`src/rtl/regwin_pkg.sv`:
```
package regwin_pkg;
  typedef enum logic [1:0] {
    SLOT_ADDR = 2'd0,
    SLOT_DATA = 2'd1,
    SLOT_CTRL = 2'd2,
    SLOT_RSVD = 2'd3
  } slot_e;

  // per-access strobes from a channel control to its datapath
  typedef struct packed {
    logic addrWr;
    logic ctrlWr;
    logic launch;
    logic dataWr;
    logic breakPair;
  } winStb_t;

  localparam int unsigned IDX_W      = 16;
  localparam int unsigned BUS_W      = 32;
  localparam int unsigned ERR_EN_BIT = 15;
endpackage

```
`src/rtl/regwin_ctrl.sv`:
```
module regwin_ctrl
  import regwin_pkg::*;
(
  input  logic    clk,
  input  logic    rstN,
  input  logic    accEn,
  input  logic    isWrite,
  input  slot_e   slot,
  input  logic    inRange,
  input  logic    errEn,
  output winStb_t stb,
  output logic    slvErr
);
  logic rdPend;
  logic dataRd;
  logic finishRd;

  always_comb begin
    dataRd        = accEn && !isWrite && (slot == SLOT_DATA);
    stb.addrWr    = accEn && isWrite && (slot == SLOT_ADDR);
    stb.ctrlWr    = accEn && isWrite && (slot == SLOT_CTRL);
    stb.dataWr    = accEn && isWrite && (slot == SLOT_DATA);
    stb.launch    = dataRd && !rdPend;
    stb.breakPair = accEn && !(isWrite && (slot == SLOT_ADDR));
    finishRd      = dataRd && rdPend;
    slvErr        = (stb.launch || stb.dataWr) && !inRange && errEn;
  end

  always_ff @(posedge clk or negedge rstN) begin
    if (!rstN)                              rdPend <= 1'b0;
    else if (stb.addrWr || stb.dataWr)      rdPend <= 1'b0;
    else if (stb.launch)                    rdPend <= 1'b1;
    else if (finishRd)                      rdPend <= 1'b0;
  end
endmodule

```
`src/rtl/regwin_dpath.sv`:
```
module regwin_dpath
  import regwin_pkg::*;
#(
  parameter int unsigned DATA_W = 32,
  parameter int unsigned DEPTH  = 16
) (
  input  logic               clk,
  input  logic               rstN,
  input  winStb_t            stb,
  input  slot_e              slot,
  input  logic [BUS_W-1:0]   wdata,
  input  logic [DATA_W-1:0]  iRdata,
  output logic               iReq,
  output logic               iWe,
  output logic [IDX_W-1:0]   iAddr,
  output logic [DATA_W-1:0]  iWdata,
  output logic               inRange,
  output logic               errEn,
  output logic [BUS_W-1:0]   rdWord
);
  localparam logic [IDX_W:0] LIMIT = (IDX_W+1)'(DEPTH);

  logic [IDX_W-1:0]  activeIdx;
  logic [IDX_W-1:0]  stageIdx;
  logic              stageVld;
  logic [DATA_W-1:0] heldVal;
  logic              capNext;
  logic              unusedWdata;

  assign unusedWdata = ^wdata;
  assign inRange = {1'b0, activeIdx} < LIMIT;
  assign iReq    = (stb.launch || stb.dataWr) && inRange;
  assign iWe     = stb.dataWr && inRange;
  assign iAddr   = activeIdx;
  assign iWdata  = wdata[DATA_W-1:0];

  always_ff @(posedge clk or negedge rstN) begin
    if (!rstN) begin
      activeIdx <= '0;
      stageIdx  <= '0;
      stageVld  <= 1'b0;
    end else if (stb.addrWr) begin
      if (stageVld && (wdata[IDX_W-1:0] == stageIdx)) begin
        activeIdx <= stageIdx;
        stageVld  <= 1'b0;
      end else begin
        stageIdx <= wdata[IDX_W-1:0];
        stageVld <= 1'b1;
      end
    end else if (stb.breakPair) begin
      stageVld <= 1'b0;
    end
  end

  always_ff @(posedge clk or negedge rstN) begin
    if (!rstN) begin
      heldVal <= '0;
      capNext <= 1'b0;
    end else begin
      capNext <= stb.launch && inRange;
      if (stb.launch && !inRange) heldVal <= '0;
      else if (capNext)           heldVal <= iRdata;
    end
  end

  always_ff @(posedge clk or negedge rstN) begin
    if (!rstN)           errEn <= 1'b0;
    else if (stb.ctrlWr) errEn <= wdata[ERR_EN_BIT];
  end

  always_comb begin
    rdWord = '0;
    unique case (slot)
      SLOT_ADDR: rdWord[IDX_W-1:0]  = activeIdx;
      SLOT_DATA: rdWord[DATA_W-1:0] = heldVal;
      SLOT_CTRL: rdWord[ERR_EN_BIT] = errEn;
      default:   rdWord = '0;
    endcase
  end
endmodule

```
`src/rtl/regwin_bridge.sv`:
```
module regwin_bridge
  import regwin_pkg::*;
#(
  parameter int unsigned GLUE_DEPTH = 16,
  parameter int unsigned CORE_DEPTH = 256,
  parameter int unsigned GLUE_W     = 32,
  parameter int unsigned CORE_W     = 8
) (
  input  logic              clk,
  input  logic              rstN,
  input  logic              psel,
  input  logic              penable,
  input  logic              pwrite,
  input  logic [4:0]        paddr,
  input  logic [31:0]       pwdata,
  output logic [31:0]       prdata,
  output logic              pslverr,
  output logic              glueReq,
  output logic              glueWe,
  output logic [15:0]       glueAddr,
  output logic [GLUE_W-1:0] glueWdata,
  input  logic [GLUE_W-1:0] glueRdata,
  output logic              coreReq,
  output logic              coreWe,
  output logic [15:0]       coreAddr,
  output logic [CORE_W-1:0] coreWdata,
  input  logic [CORE_W-1:0] coreRdata
);
  localparam int unsigned NUM_CH = 2;

  logic             access;
  logic             chanSel;
  slot_e            slot;
  logic             unusedAddr;
  logic [BUS_W-1:0] rdWord [NUM_CH];
  logic [NUM_CH-1:0] errVec;

  assign access     = psel && penable;
  assign chanSel    = paddr[4];
  assign slot       = slot_e'(paddr[3:2]);
  assign unusedAddr = ^paddr[1:0];

  for (genvar ch = 0; ch < NUM_CH; ch++) begin : g_ch
    winStb_t stb;
    logic    inRange;
    logic    errEn;
    logic    accEn;

    assign accEn = access && (chanSel == 1'(ch));

    regwin_ctrl u_ctrl (
      .clk     (clk),
      .rstN    (rstN),
      .accEn   (accEn),
      .isWrite (pwrite),
      .slot    (slot),
      .inRange (inRange),
      .errEn   (errEn),
      .stb     (stb),
      .slvErr  (errVec[ch])
    );

    if (ch == 0) begin : g_glue
      regwin_dpath #(.DATA_W(GLUE_W), .DEPTH(GLUE_DEPTH)) u_dpath (
        .clk     (clk),
        .rstN    (rstN),
        .stb     (stb),
        .slot    (slot),
        .wdata   (pwdata),
        .iRdata  (glueRdata),
        .iReq    (glueReq),
        .iWe     (glueWe),
        .iAddr   (glueAddr),
        .iWdata  (glueWdata),
        .inRange (inRange),
        .errEn   (errEn),
        .rdWord  (rdWord[ch])
      );
    end else begin : g_core
      regwin_dpath #(.DATA_W(CORE_W), .DEPTH(CORE_DEPTH)) u_dpath (
        .clk     (clk),
        .rstN    (rstN),
        .stb     (stb),
        .slot    (slot),
        .wdata   (pwdata),
        .iRdata  (coreRdata),
        .iReq    (coreReq),
        .iWe     (coreWe),
        .iAddr   (coreAddr),
        .iWdata  (coreWdata),
        .inRange (inRange),
        .errEn   (errEn),
        .rdWord  (rdWord[ch])
      );
    end
  end

  assign prdata  = (access && !pwrite) ? rdWord[chanSel] : '0;
  assign pslverr = errVec[chanSel];
endmodule

```
`config.mk`:
```
export PLATFORM = sky130hd
export DESIGN_NAME = regwin_bridge
export DESIGN_NICKNAME = d
export VERILOG_FILES = /design/src/rtl/regwin_pkg.sv /design/src/rtl/regwin_ctrl.sv /design/src/rtl/regwin_dpath.sv /design/src/rtl/regwin_bridge.sv
export SDC_FILE = /design/constraint.sdc
export NUM_CORES = 1
export LEC_CHECK = 0
export BUFFER_PORTS_ARGS = -buffer_cell sky130_fd_sc_hd__clkbuf_2
export CORE_ASPECT_RATIO = 0.75
export CORE_MARGIN = 2
export CORE_UTILIZATION = 51
export DETAILED_ROUTE_END_ITERATION = 12
export PLACE_DENSITY = 0.9
export SYNTH_ARGS = -nofsm -noshare
export SYNTH_HDL_FRONTEND = slang
export SYNTH_SLANG_ARGS = --single-unit
```
`constraint.sdc`:
```
create_clock -name clk -period 2.3 [get_ports clk]
set_input_delay 0 -clock clk [delete_from_list [all_inputs] [get_ports clk]]
set_output_delay 0 -clock clk [all_outputs]
set_load 0.01 [all_outputs]
```
### Word level (Yosys, flattened, before mapping)

Cells that the tools add are included.

* order comparisons: 4
* equality and inequality tests: 4
* multiplexer cells: 28
* bitwise logic cells: 4
* reduce and logical (&&, ||, !) cells: 58

Operator list (count)
* $mux W32: 6
* $logic_and A1 B1 Y1: 37
* $eq A16 B16 Y1: 2
* $pmux W15 S2: 1
* $lt A16 B5 Y1 const B: 1
* $lt A16 B9 Y1 const B: 1
* $mux W16: 1
* $mux W8: 2
* $pmux W8 S2: 1
* $mux W1: 14
* $reduce_and A2 Y1: 4
* $reduce_bool A2 Y1: 4
* $mux W7: 1
* $logic_not A1 Y1: 6
* $reduce_bool A3 Y1: 2
* $logic_or A1 B1 Y1: 4
* $not A1 Y1: 3
* $pmux W1 S3: 1
* $eq A2 B1 Y1 const B: 1
* $eq A2 B2 Y1 const B: 1
* $ge A2 B2 Y1 const B: 1
* $logic_not A2 Y1: 1
* $lt A1 B2 Y1 const B: 1
* $not A1 Y2: 1
* $pmux W1 S2: 1

* register bits after elaboration: 112
* output and inout port bits: 109
* logic and storage cells: 112

### Logic depth before layout (Yosys ltp)

Gate-level depths: netlist of run 1.

* depth after elaboration: 10
* depth in mapped cells: 7
* depth with buffers taken out: 5

### Cells and area by module

Synthesis of run 1 repeated with hierarchy kept, for this count alone.

* cell total of the unflattened synthesis: 587
* area, all modules: 6503.7 um^2

Modules (own cells, without submodules)
* regwin_dpath at g_ch[0].g_glue.u_dpath: instances 1, cells an instance 300, area each 3515.9 um^2, sequential area each 1676.6 um^2
* regwin_dpath at g_ch[1].g_core.u_dpath: instances 1, cells an instance 183, area each 2205.9 um^2, sequential area each 1076.0 um^2
* regwin_bridge: instances 1, cells an instance 76, area each 559.3 um^2, sequential area each 0.0 um^2
* regwin_ctrl: instances 2, cells an instance 14, area each 111.4 um^2, sequential area each 25.0 um^2

### Worst setup path after synthesis of run 1

No wires, ideal clock.

* path type: register -> register
* start: register g_ch[0].g_glue.u_dpath.stageIdx[4]
* end: register g_ch[0].g_glue.u_dpath.activeIdx[10]
* data arrival time: 1.597 ns
* data required time: 2.175 ns
* setup slack: 0.578 ns
* stages on the path, launching flop included: 7
* path buffers: 1
* period minus slack after synthesis: 1.722 ns
* cell sequence: dfrtp_1 xor2_1 nor4_1 and3_1 nand3b_4 buf_6 mux2_4

* cells in the longest elaborated chain, start to end: 3

Ends and longest elaborated chain
* start: declaration: RTL line regwin_dpath.sv:24 `logic [IDX_W-1:0] stageIdx;`
* start signal: assignment: RTL line regwin_dpath.sv:47 `stageIdx <= wdata[IDX_W-1:0];`
* $eq A16 B16 Y1: RTL line regwin_dpath.sv:43 `if (stageVld && (wdata[IDX_W-1:0] == stageIdx)) begin`
* $logic_and A1 B1 Y1: RTL line regwin_dpath.sv:43
* $reduce_and A2 Y1 (no line)
* end signal: assignment: RTL line regwin_dpath.sv:44 `activeIdx <= stageIdx;`
* end: declaration: RTL line regwin_dpath.sv:23 `logic [IDX_W-1:0] activeIdx;`

No other way between the ends.
A chain may end at the register's enable or synchronous reset.

### Worst setup path after layout of run 1

* start: register g_ch[0].g_glue.u_dpath.stageIdx[6]
* end: register g_ch[0].g_glue.u_dpath.stageIdx[15]

* cells in the longest elaborated chain, start to end: 4

Ends and longest elaborated chain (RTL line)
* $eq A16 B16 Y1: regwin_dpath.sv:43
* $logic_and A1 B1 Y1: regwin_dpath.sv:43
* $not A1 Y1 (no line)
* $reduce_and A2 Y1 (no line)

No other way between the ends.

==> run_results.csv, run 1 <==
group,metric,value,unit
timing,worstMarginPinSlew,1.18,ns
critical_path,cp-start-kind,"register",
route,routedWlPerCell,20.8,um
yosys,netlist_area,0.00586,mm^2
yosys,synth_edf_count,0,
critical_path,critical_path.max_stage_delay,0.75,ns
yosys,synth.area.top_cells,"dfrtp_1, mux2_2, mux2i_1, buf_4, mux2_4",
floorplanning,start_util,53.0,%
clock_network,ctsHoldBuffers,53,
critical_path,endpoint_kind,"register",
route,vias,4510,
yosys,synth.most_common_cell,"dfrtp_1",
route,drc,0,
yosys,syn-num-nets,575,
yosys,syn_inst,493,
floorplanning,rows,33,
clock_network,clock_latency,0.36,ns
hold_path,hold_path_depth,0,
finish,area_growth,25.2,%
placed_design,placed_cell_area,0.00648,mm^2
critical_path,rr_endpoint,"g_ch[0].g_glue.u_dpath.stageIdx[15]",
finish,fin_util,66.4,%
clock_network,cts_root_buf,"clkbuf_16",
global_route,grtUsageTotal,27.4,%
pwr,ir_drop,0.442,mV
critical_path,cp.arrival,2.45,ns
route,routed_wl,16700,um
pwr,powerDensity,682,mW/mm^2
hold_path,holdPathEnd,"glueWdata[17]",
timing,fmax,0.453,GHz
critical_path,cp_slowest_cell,"a21oi_2",
yosys,synth_flop_cell,"dfrtp_1",
critical_path,path_delay_family,"compound AO/OA/AOI/OAI gates",
critical_path,rr_worst_depth,5,
timing,finClkSkew,0.00791,ns
route,dr.pass1.iters,6,
global_route,grt_pass1_wl,25700,um
global_route,grt_pass1_vias,4696,
global_route,antenna_found_initial,0,
floorplanning,die_x,128,um
clock_network,htreeDepth,3,
clock_network,cts_buffers,9,
run,drv_cap,0,
yosys,yosysSeqAreaShare,47.8,%
hold_path,hold_class,"input pin to output pin",
timing,finalCritPeriodShare,96.1,%
clock_network,clockBufferDepth,2,
timing,setup_viol,0,
timing,rsz0062_at_grt,"false",
critical_path,rr_startpoint,"g_ch[0].g_glue.u_dpath.stageIdx[6]",
yosys,syn_area_per_cell,11.9,um^2
floorplanning,die_area,0.0124,mm^2
route,first_iter_violations,313,
yosys,synth_top_area_share,47.8,%
yosys,synth_top_area_cell,"dfrtp_1",
yosys,yosys-top-cells-count,"dfrtp_1, nor2_1, mux2_2, mux2i_1, buf_4",
hold_path,min_from,"pwdata[17]",
critical_path,worstPathRequired,2.54,ns
floorplanning,core-area,0.0111,mm^2
global_route,overflow,0,
floorplanning,die_h,96.9,um
critical_path,cp_cell_sequence,"xor2_1 > nor4_1 > and3_1 > a21oi_2 > mux2_2",
critical_path,critPathBufInv,0,
clock_network,cts_tree,"yes",
timing,holdWs,0.0000231,ns
finish,antenna_cells,0,
route,ant_nets,0,
clock_network,cts_setup_buffers,0,
yosys,synth_cell_types,41,
critical_path,r2r_slack,0.09,ns
clock_network,post_cts_resize_count,0,
placed_design,dp_hpwl,11900,um
finish,drive_gt1_share,40.1,%
global_route,grt_max_degree,55,
pwr,p_leak,3.67,nW
placed_design,numPortBuffers,156,
placed_design,gp_congestion,0.891,
finish,nets,740,
critical_path,crit_type,"register to register",
critical_path,critPathMaxFanout,15,
timing,slew_headroom,21.6,%
timing,tns,0,ns
route,viasPerCell,5.62,
timing,fin_crit,2.21,ns
yosys,synth-seq-cells,112,
timing,final_hold_viol_count,0,
run_status,status,"finished clean",
yosys,yosysWarnings,0,
clock_network,clkTransAtPathRegs,0.07,ns
timing,final-max-slew-violation-count,0,
clock_network,clock_sinks,112,
floorplanning,pin_count,191,
yosys,async_flop_share,100,%
finish,fin_area,0.00734,mm^2
==> stage by stage <==
stage                     total power, W  worst slack, ns  instances
after CTS                        0.00503            0.119        803
final                            0.00500           0.0904        803
after global routing             0.00521           0.0149        803
after detailed placement         0.00319            0.142        734
after floorplan                  0.00294            0.578        493
after global placement           0.00312            0.236        734
==> cell type report <==
| class | count | area (um^2) |
|---|---|---|
| well taps | 140 | 175 |
| clock inverters | 6 | 108 |
| inverters | 2 | 7.51 |
| flip-flops and latches | 112 | 2800 |
| multi-input cells | 314 | 2620 |
| fillers | 794 | 3720 |
| repair buffers | 219 | 1400 |
| clock buffers | 10 | 229 |
==> placed cells by master (no fill, tap or decap), types with 2 or more instances in the layout <==
cell / n
inv_1: 2
nand2_1: 9
and3_1: 2
mux4_2: 6
nor2b_1: 7
clkbuf_2: 155
mux2_4: 20
nor2_1: 61
clkinv_2: 2
xor2_1: 8
dfrtp_1: 111
nand3b_4: 2
nor3_1: 4
xnor2_1: 25
buf_4: 10
mux2i_1: 49
o21ai_0: 7
bufinv_16: 3
nor4_1: 8
dlygate4sd3_1: 53
a31oi_1: 7
nand4_1: 4
mux2_2: 49
nor3b_1: 3
and2_1: 16
clkbuf_16: 9
nand2b_1: 3
nand3_1: 9
a21oi_1: 2
==> registers in the layout, indices dropped and copies added, names as in the netlist <==
register / cells
g_ch.u_ctrl.rdPend: 2
g_ch.g_glue.u_dpath.capNext: 1
g_ch.g_glue.u_dpath.heldVal: 32
g_ch.g_core.u_dpath.heldVal: 8
g_ch.g_core.u_dpath.iAddr: 16
g_ch.g_glue.u_dpath.iAddr: 16
g_ch.g_glue.u_dpath.stageVld: 1
g_ch.g_core.u_dpath.capNext: 1
g_ch.g_core.u_dpath.stageVld: 1
g_ch.g_glue.u_dpath.stageIdx: 16
g_ch.g_glue.u_dpath.errEn: 1
g_ch.g_core.u_dpath.errEn: 1
g_ch.g_core.u_dpath.stageIdx: 16
==> worst reg2reg max path, delay by kind of cell (launching register included) <==
family          cells  cell delay [ns]
xor+xnor            1             0.19
compound gates      1             0.75
flops               1             0.40
simple gates        2             0.31
mux                 1             0.44
==> how the worst max path moves through the flow <==
stage,start,to,slack (ns),depth (start not counted)
final,g_ch[0].g_glue.u_dpath.stageIdx[6],g_ch[0].g_glue.u_dpath.stageIdx[15],0.09,5
after CTS,g_ch[0].g_glue.u_dpath.stageIdx[6],g_ch[0].g_glue.u_dpath.stageIdx[5],0.12,5
after global routing,g_ch[0].g_glue.u_dpath.iAddr[9],g_ch[0].g_glue.u_dpath.heldVal[12],0.01,4
after detailed placement,g_ch[0].g_glue.u_dpath.stageIdx[6],g_ch[0].g_glue.u_dpath.stageIdx[15],0.14,5
after floorplan,g_ch[0].g_glue.u_dpath.stageIdx[4],g_ch[0].g_glue.u_dpath.iAddr[10],0.58,6
after global placement,g_ch[0].g_glue.u_dpath.stageIdx[4],g_ch[0].g_glue.u_dpath.stageIdx[14],0.24,5
==> cell families after synthesis <==
kind of cell / synth area share (%)
AO/OA/AOI/OAI: 2.45
XOR/XNOR: 4.93
buffers and inverters: 7.64
flip-flops: 47.8
multiplexers: 25.2
AND/OR/NAND/NOR: 12.0
==> layer usage <==
metal | global-route usage (%) | vias up | part of all wire, %
li1 | - | 1990 | -
met2 | 44.8 | 249 | 48
met1 | 36.1 | 2233 | 40
met5 | 0 | - | 0
met3 | 6.31 | 38 | 9.2
met4 | 8.88 | 0 | 2.5
==> report_power, final <==
group | switching [W] | internal, W
Combinational | 0.000381 | 0.000423
Sequential | 0.000210 | 0.00223
Clock | 0.000697 | 0.00106
Total | 0.00129 | 0.00372
Note: power is estimated with default switching activity, not from simulation.
==> run 2: changes to the inputs <==
--- a/config.mk
+++ b/config.mk
@@ -8,9 +8,9 @@
 export BUFFER_PORTS_ARGS = -buffer_cell sky130_fd_sc_hd__clkbuf_2
 export CORE_ASPECT_RATIO = 0.75
 export CORE_MARGIN = 2
-export CORE_UTILIZATION = 51
+export CORE_UTILIZATION = 40
 export DETAILED_ROUTE_END_ITERATION = 12
-export PLACE_DENSITY = 0.9
+export PLACE_DENSITY = 0.75
 export SYNTH_ARGS = -nofsm -noshare
 export SYNTH_HDL_FRONTEND = slang
 export SYNTH_SLANG_ARGS = --single-unit
==> run 2 against run 1 <==
First-iteration DRC count decreased by 32%; sequential share of layout area about the same; maximum frequency about the same; clock skew about the same; worst setup slack got worse by 0.0019 ns; critical path depth unchanged; clock-buffer cell count increased by 2; cell area about the same; clock power decreased by 14%; register-to-register slack about the same; combinational power decreased by 0.5%; cell count increased by 7.2%.
==> run_results.csv, run 2 (synthesis results as in run 1) <==
group,metric,value,unit
timing,finalCritPeriodShare,96.2,%
floorplanning,core-area,0.0144,mm^2
route,vias,4361,
clock_network,ctsHoldBuffers,51,
critical_path,rr_startpoint,"g_ch[0].g_glue.u_dpath.stageIdx[4]",
hold_path,hold_class,"input pin to output pin",
hold_path,holdPathEnd,"glueWdata[17]",
clock_network,cts_tree,"yes",
critical_path,critical_path.max_stage_delay,0.77,ns
global_route,grt_pass1_vias,4341,
timing,tns,0,ns
finish,nets,738,
timing,fmax,0.452,GHz
timing,worstMarginPinSlew,0.953,ns
clock_network,htreeDepth,3,
placed_design,numPortBuffers,156,
floorplanning,die_x,144,um
finish,largest_register,"g_ch.g_glue.u_dpath.heldVal",
hold_path,min_from,"pwdata[17]",
placed_design,placed_cell_area,0.00655,mm^2
critical_path,cp.arrival,2.44,ns
floorplanning,start_util,40.7,%
critical_path,crit_type,"register to register",
clock_network,clock_latency,0.35,ns
finish,drive_gt1_share,40.2,%
timing,rsz0062_at_grt,"false",
critical_path,cp_cell_sequence,"xor2_1 > nor4_1 > and3_1 > a21oi_2 > mux2_2",
route,routed_wl,16300,um
finish,fin_area,0.00735,mm^2
critical_path,worstPathRequired,2.53,ns
timing,final-max-slew-violation-count,0,
finish,area_growth,25.3,%
clock_network,clockBufferDepth,2,
timing,final_hold_viol_count,0,
clock_network,cts_setup_buffers,0,
route,dr.pass1.iters,5,
critical_path,cp-start-kind,"register",
timing,fin_crit,2.21,ns
finish,largest_register_ffs,32,
pwr,powerDensity,646,mW/mm^2
clock_network,post_cts_resize_count,0,
clock_network,clkTransAtPathRegs,0.07,ns
pwr,p_leak,3.64,nW
finish,fillers,1272,
critical_path,r2r_slack,0.09,ns
global_route,grt_max_degree,49,
global_route,antenna_found_initial,0,
route,first_iter_violations,214,
global_route,grt_pass1_wl,24400,um
global_route,grtUsageTotal,21.0,%
run_status,status,"finished clean",
route,ant_nets,0,
route,routedWlPerCell,18.9,um
timing,slew_headroom,36.5,%
run,drv_cap,0,
placed_design,dp_hpwl,11800,um
finish,antenna_cells,0,
route,drc,0,
critical_path,endpoint_kind,"register",
global_route,overflow,0,
critical_path,rr_endpoint,"g_ch[0].g_glue.u_dpath.stageIdx[11]",
placed_design,gp_congestion,0.847,
clock_network,clock_sinks,112,
critical_path,rr_worst_depth,5,
route,viasPerCell,5.07,
pwr,ir_drop,0.384,mV
floorplanning,pin_count,191,
timing,setup_viol,0,
critical_path,critPathMaxFanout,15,
floorplanning,rows,38,
clock_network,cts_buffers,9,
finish,final_common_cell,"clkbuf_2",
clock_network,cts_root_buf,"clkbuf_16",
floorplanning,die_area,0.0157,mm^2
hold_path,hold_path_depth,0,
floorplanning,die_h,109,um
timing,finClkSkew,0.00814,ns
critical_path,cp_slowest_cell,"a21oi_2",
finish,final_cell_mix,"clkbuf_2, dfrtp_1, nor2_1",
[run 2: cell types whose count changed in the layout (fill, tap and decap cells not counted), sizes merged]
cell,change
bufinv,-3
clkbuf,+2
clkinvlp,-1
dlygate4sd3,-2
clkinv,+1
inv,+1
[run 2: per-stage QoR]
| step | total power (W) | instances | util (%) | hold slack (ns) | worst slack, ns |
|---|---|---|---|---|---|
| detailed placement | 0.00320 | 794 | 45.5 | 0.0000686 | 0.126 |
| CTS | 0.00477 | 861 | 51.0 | 0.0000686 | 0.0996 |
| finish | 0.00475 | 861 | 51.0 | 0.00000282 | 0.0884 |
| global placement | 0.00315 | 794 | 45.5 | 0.0000686 | 0.207 |
| global route | 0.00498 | 861 | 51.0 | 0.0000291 | 0.0515 |
| floorplan | 0.00294 | 493 | - | -0.296 | 0.578 |
[run 2: worst max path at each step]
stage | start | endpoint | slack, ns | cells after the start
2_1_floorplan | g_ch[0].g_glue.u_dpath.stageIdx[4] | g_ch[0].g_glue.u_dpath.iAddr[10] | 0.58 | 6
3_3_place_gp | g_ch[0].g_glue.u_dpath.stageIdx[8] | g_ch[0].g_glue.u_dpath.stageIdx[8] | 0.21 | 5
3_5_place_dp | g_ch[0].g_glue.u_dpath.stageIdx[4] | g_ch[0].g_glue.u_dpath.stageIdx[11] | 0.13 | 5
4_1_cts | g_ch[0].g_glue.u_dpath.stageIdx[4] | g_ch[0].g_glue.u_dpath.stageIdx[11] | 0.1 | 5
5_1_grt | g_ch[0].g_glue.u_dpath.stageIdx[4] | g_ch[0].g_glue.u_dpath.stageIdx[1] | 0.05 | 5
6_report | g_ch[0].g_glue.u_dpath.stageIdx[4] | g_ch[0].g_glue.u_dpath.stageIdx[11] | 0.09 | 5
[run 2: final cells by class]
type / instances / area [um^2] / area share (%)
Tap cell: 200 / 250 / 3.41
Clock inverter: 4 / 27.5 / 0.375
Clock buffer: 12 / 256 / 3.49
Timing Repair Buffer: 217 / 1380 / 18.8
Multi-Input combinational cell: 314 / 2620 / 35.6
Inverter: 2 / 7.51 / 0.102
Sequential cell: 112 / 2800 / 38.2
[run 2: worst max-delay path: cells and delay by family, from the launching register on]
kind             cells  cell delay, ns
multiplexers         1            0.42
XOR/XNOR             1            0.18
flip-flops           1            0.41
AND/OR/NAND/NOR      2            0.31
AO/OA/AOI/OAI        1            0.77
[run 2: routing by layer]
layer	up-vias	wire length (um)	GRT usage [%]	part of all wire [%]
met5	-	0	0	0
met3	11	962	4.79	5.9
li1	1996	-	-	-
met4	0	85	3.64	0.52
met1	2180	7610	30.3	47
met2	174	7650	32.8	47
[run 2: where the power goes]
part / internal [W] / switching [W]
logic: 0.000421 / 0.000378
clock network: 0.000798 / 0.000713
registers: 0.00223 / 0.000203
total: 0.00345 / 0.00129
==> run 3: changes to the inputs <==
--- a/config.mk
+++ b/config.mk
@@ -8,9 +8,10 @@
 export BUFFER_PORTS_ARGS = -buffer_cell sky130_fd_sc_hd__clkbuf_2
 export CORE_ASPECT_RATIO = 0.75
 export CORE_MARGIN = 2
-export CORE_UTILIZATION = 40
+export CORE_UTILIZATION = 45
 export DETAILED_ROUTE_END_ITERATION = 12
-export PLACE_DENSITY = 0.75
+export PLACE_DENSITY = 0.82
+export REMOVE_ABC_BUFFERS = 1
 export SYNTH_ARGS = -nofsm -noshare
 export SYNTH_HDL_FRONTEND = slang
 export SYNTH_SLANG_ARGS = --single-unit
==> run 3 against run 2 <==
Register-to-register slack better by 0.12 ns; sequential share of layout area down 0.39 points; utilization up 6.8 points; largest cell class unchanged; maximum frequency up 5.9%.
==> run_results.csv, run 3 (synthesis results as in run 1) <==
group,metric,value,unit
finish,drive_gt1_share,40.4,%
global_route,antenna_found_initial,0,
finish,final_common_cell,"clkbuf_2",
floorplanning,die_h,103,um
timing,fmax,0.479,GHz
critical_path,r2r_slack,0.21,ns
placed_design,dpl.cell_count,767,
floorplanning,start_util,45.7,%
timing,finClkSkew,0.00848,ns
timing,finalCritPeriodShare,90.8,%
global_route,overflow,0,
clock_network,cts_tree,"yes",
finish,fillers,1066,
global_route,grt_pass1_vias,4453,
finish,antenna_cells,0,
global_route,grt_max_degree,57,
clock_network,cts_buffers,9,
timing,setup_viol,0,
critical_path,cp-start-kind,"register",
route,routedWlPerCell,18.6,um
pwr,p_leak,3.68,nW
route,wl_met1,6650,um
finish,area_growth,26.6,%
critical_path,crit_path_end,"g_ch[0].g_glue.u_dpath.iAddr[11]",
pwr,switchingPower,0.00131,W
hold_path,hold_class,"input pin to output pin",
route,viasPerCell,5.26,
clock_network,clock_sinks,112,
critical_path,critPathMaxFanout,16,
pwr,seqPwrFrac,50.5,%
route,wl_met3,1140,um
finish,fin_cells,839,
pwr,powerDensity,651,mW/mm^2
timing,slew_headroom,31.6,%
critical_path,crit_type,"register to register",
run_status,status,"finished clean",
timing,worstMarginPinSlew,1.02,ns
critical_path,endpoint_kind,"register",
timing,rsz0062_at_grt,"false",
critical_path,cp-startpoint,"g_ch[0].g_glue.u_dpath.stageIdx[1]",
finish,fin_area,0.00742,mm^2
pwr,power_frac_clock,33.1,%
critical_path,cp.arrival,2.33,ns
route,route.met2.wl,7580,um
pwr,power.internal,0.00352,W
clock_network,clkTransAtPathRegs,0.08,ns
timing,fin_crit,2.09,ns
timing,final_hold_viol_count,0,
clock_network,clock_latency,0.36,ns
finish,final_cell_mix,"clkbuf_2, dfrtp_1, nor2_1",
pwr,switching_share,27.2,%
critical_path,worstPathRequired,2.55,ns
floorplanning,core-area,0.0128,mm^2
route,first_iter_violations,263,
route,drc,0,
critical_path,rr_endpoint,"g_ch[0].g_glue.u_dpath.iAddr[11]",
floorplanning,rows,36,
clock_network,cts_root_buf,"clkbuf_16",
pwr,power.total,0.00483,W
route,dr.pass1.iters,5,
route,vias,4417,
floorplanning,pin_count,191,
finish,largest_register,"g_ch.g_glue.u_dpath.heldVal",
critical_path,rr_startpoint,"g_ch[0].g_glue.u_dpath.stageIdx[1]",
route,top_layer,"met4",
timing,final-max-slew-violation-count,0,
placed_design,numPortBuffers,156,
finish,nets,745,
run,drv_cap,0,
placed_design,dp_hpwl,11200,um
placed_design,placed_cell_area,0.00654,mm^2
clock_network,cts_setup_buffers,0,
route,ant_nets,0,
placed_design,gp_congestion,0.843,
route,routed_wl,15600,um
floorplanning,die_area,0.0140,mm^2
pwr,combPwrFrac,16.5,%
pwr,ir_drop,0.418,mV
critical_path,rr_worst_depth,5,
finish,largest_register_ffs,32,
global_route,grtUsageTotal,23.0,%
floorplanning,die_x,136,um
clock_network,clockBufferDepth,2,
global_route,grt_pass1_wl,23900,um
clock_network,htreeDepth,3,
-- run 3: how the worst min path moves through the flow --
| stage | from | end | cells after the start |
|---|---|---|---|
| finish | pwdata[16] | glueWdata[16] | 0 |
| global route | pwdata[25] | glueWdata[25] | 0 |
| CTS | pwdata[16] | glueWdata[16] | 0 |
| detailed placement | rstN | g_ch[0].g_glue.u_dpath.heldVal[15] | 1 |
| global placement | rstN | g_ch[0].g_glue.u_dpath.heldVal[15] | 1 |
| floorplan | rstN | g_ch[0].g_glue.u_dpath.capNext | 0 |
-- run 3: cell type report --
class	instances	area, um^2	share of cell area [%]
clock buffer	9	225	3.03
tap	171	214	2.88
sequential	112	2800	37.8
timing repair buffer	224	1460	19.7
inverter	2	7.51	0.101
clock inverter	7	80.1	1.08
multi-input combinational	314	2630	35.5
-- run 3: critical path: stages, from the launching register on --
cell and delay [ns]:
dfrtp_1 0.42, xnor2_1 0.27, nand4_1 0.14, nor3_2 0.40, nand3b_4 0.34, mux2_4 0.40
-- run 3: what timing repair did --
item                                    4_1_cts  5_1_grt
endpoints found under the setup margin        0       30
endpoints found under the hold margin        95        0
resized for setup                             0        2
hold buffers                                 56        0
-- run 3: power groups by stage --
| stage | logic, W | registers, W | clock network (W) |
|---|---|---|---|
| after floorplan | 0.000435 | 0.00241 | 0 |
| after global placement | 0.000681 | 0.00244 | 0 |
| after detailed placement | 0.000715 | 0.00247 | 0 |
| after CTS | 0.000796 | 0.00243 | 0.00164 |
| after global routing | 0.000878 | 0.00247 | 0.00172 |
| final | 0.000797 | 0.00244 | 0.00160 |
-- run 3: per-layer routing --
metal	up-vias	track usage (%)
met1	2203	29.3
met4	0	7.21
met3	24	6.98
li1	2003	-
met2	187	38.0
met5	-	0
-- run 3: through the flow --
step	setup TNS, ns	hold WS [ns]	utilization, %	worst slack (ns)
after floorplan	-2.10	-0.296	-	-0.0656
after global placement	0	-0.0186	51.0	0.242
after detailed placement	0	-0.00566	51.0	0.158
after CTS	0	0.000188	57.7	0.127
after global routing	0	0.0000897	57.8	0.0467
final	0	0.000114	57.8	0.212
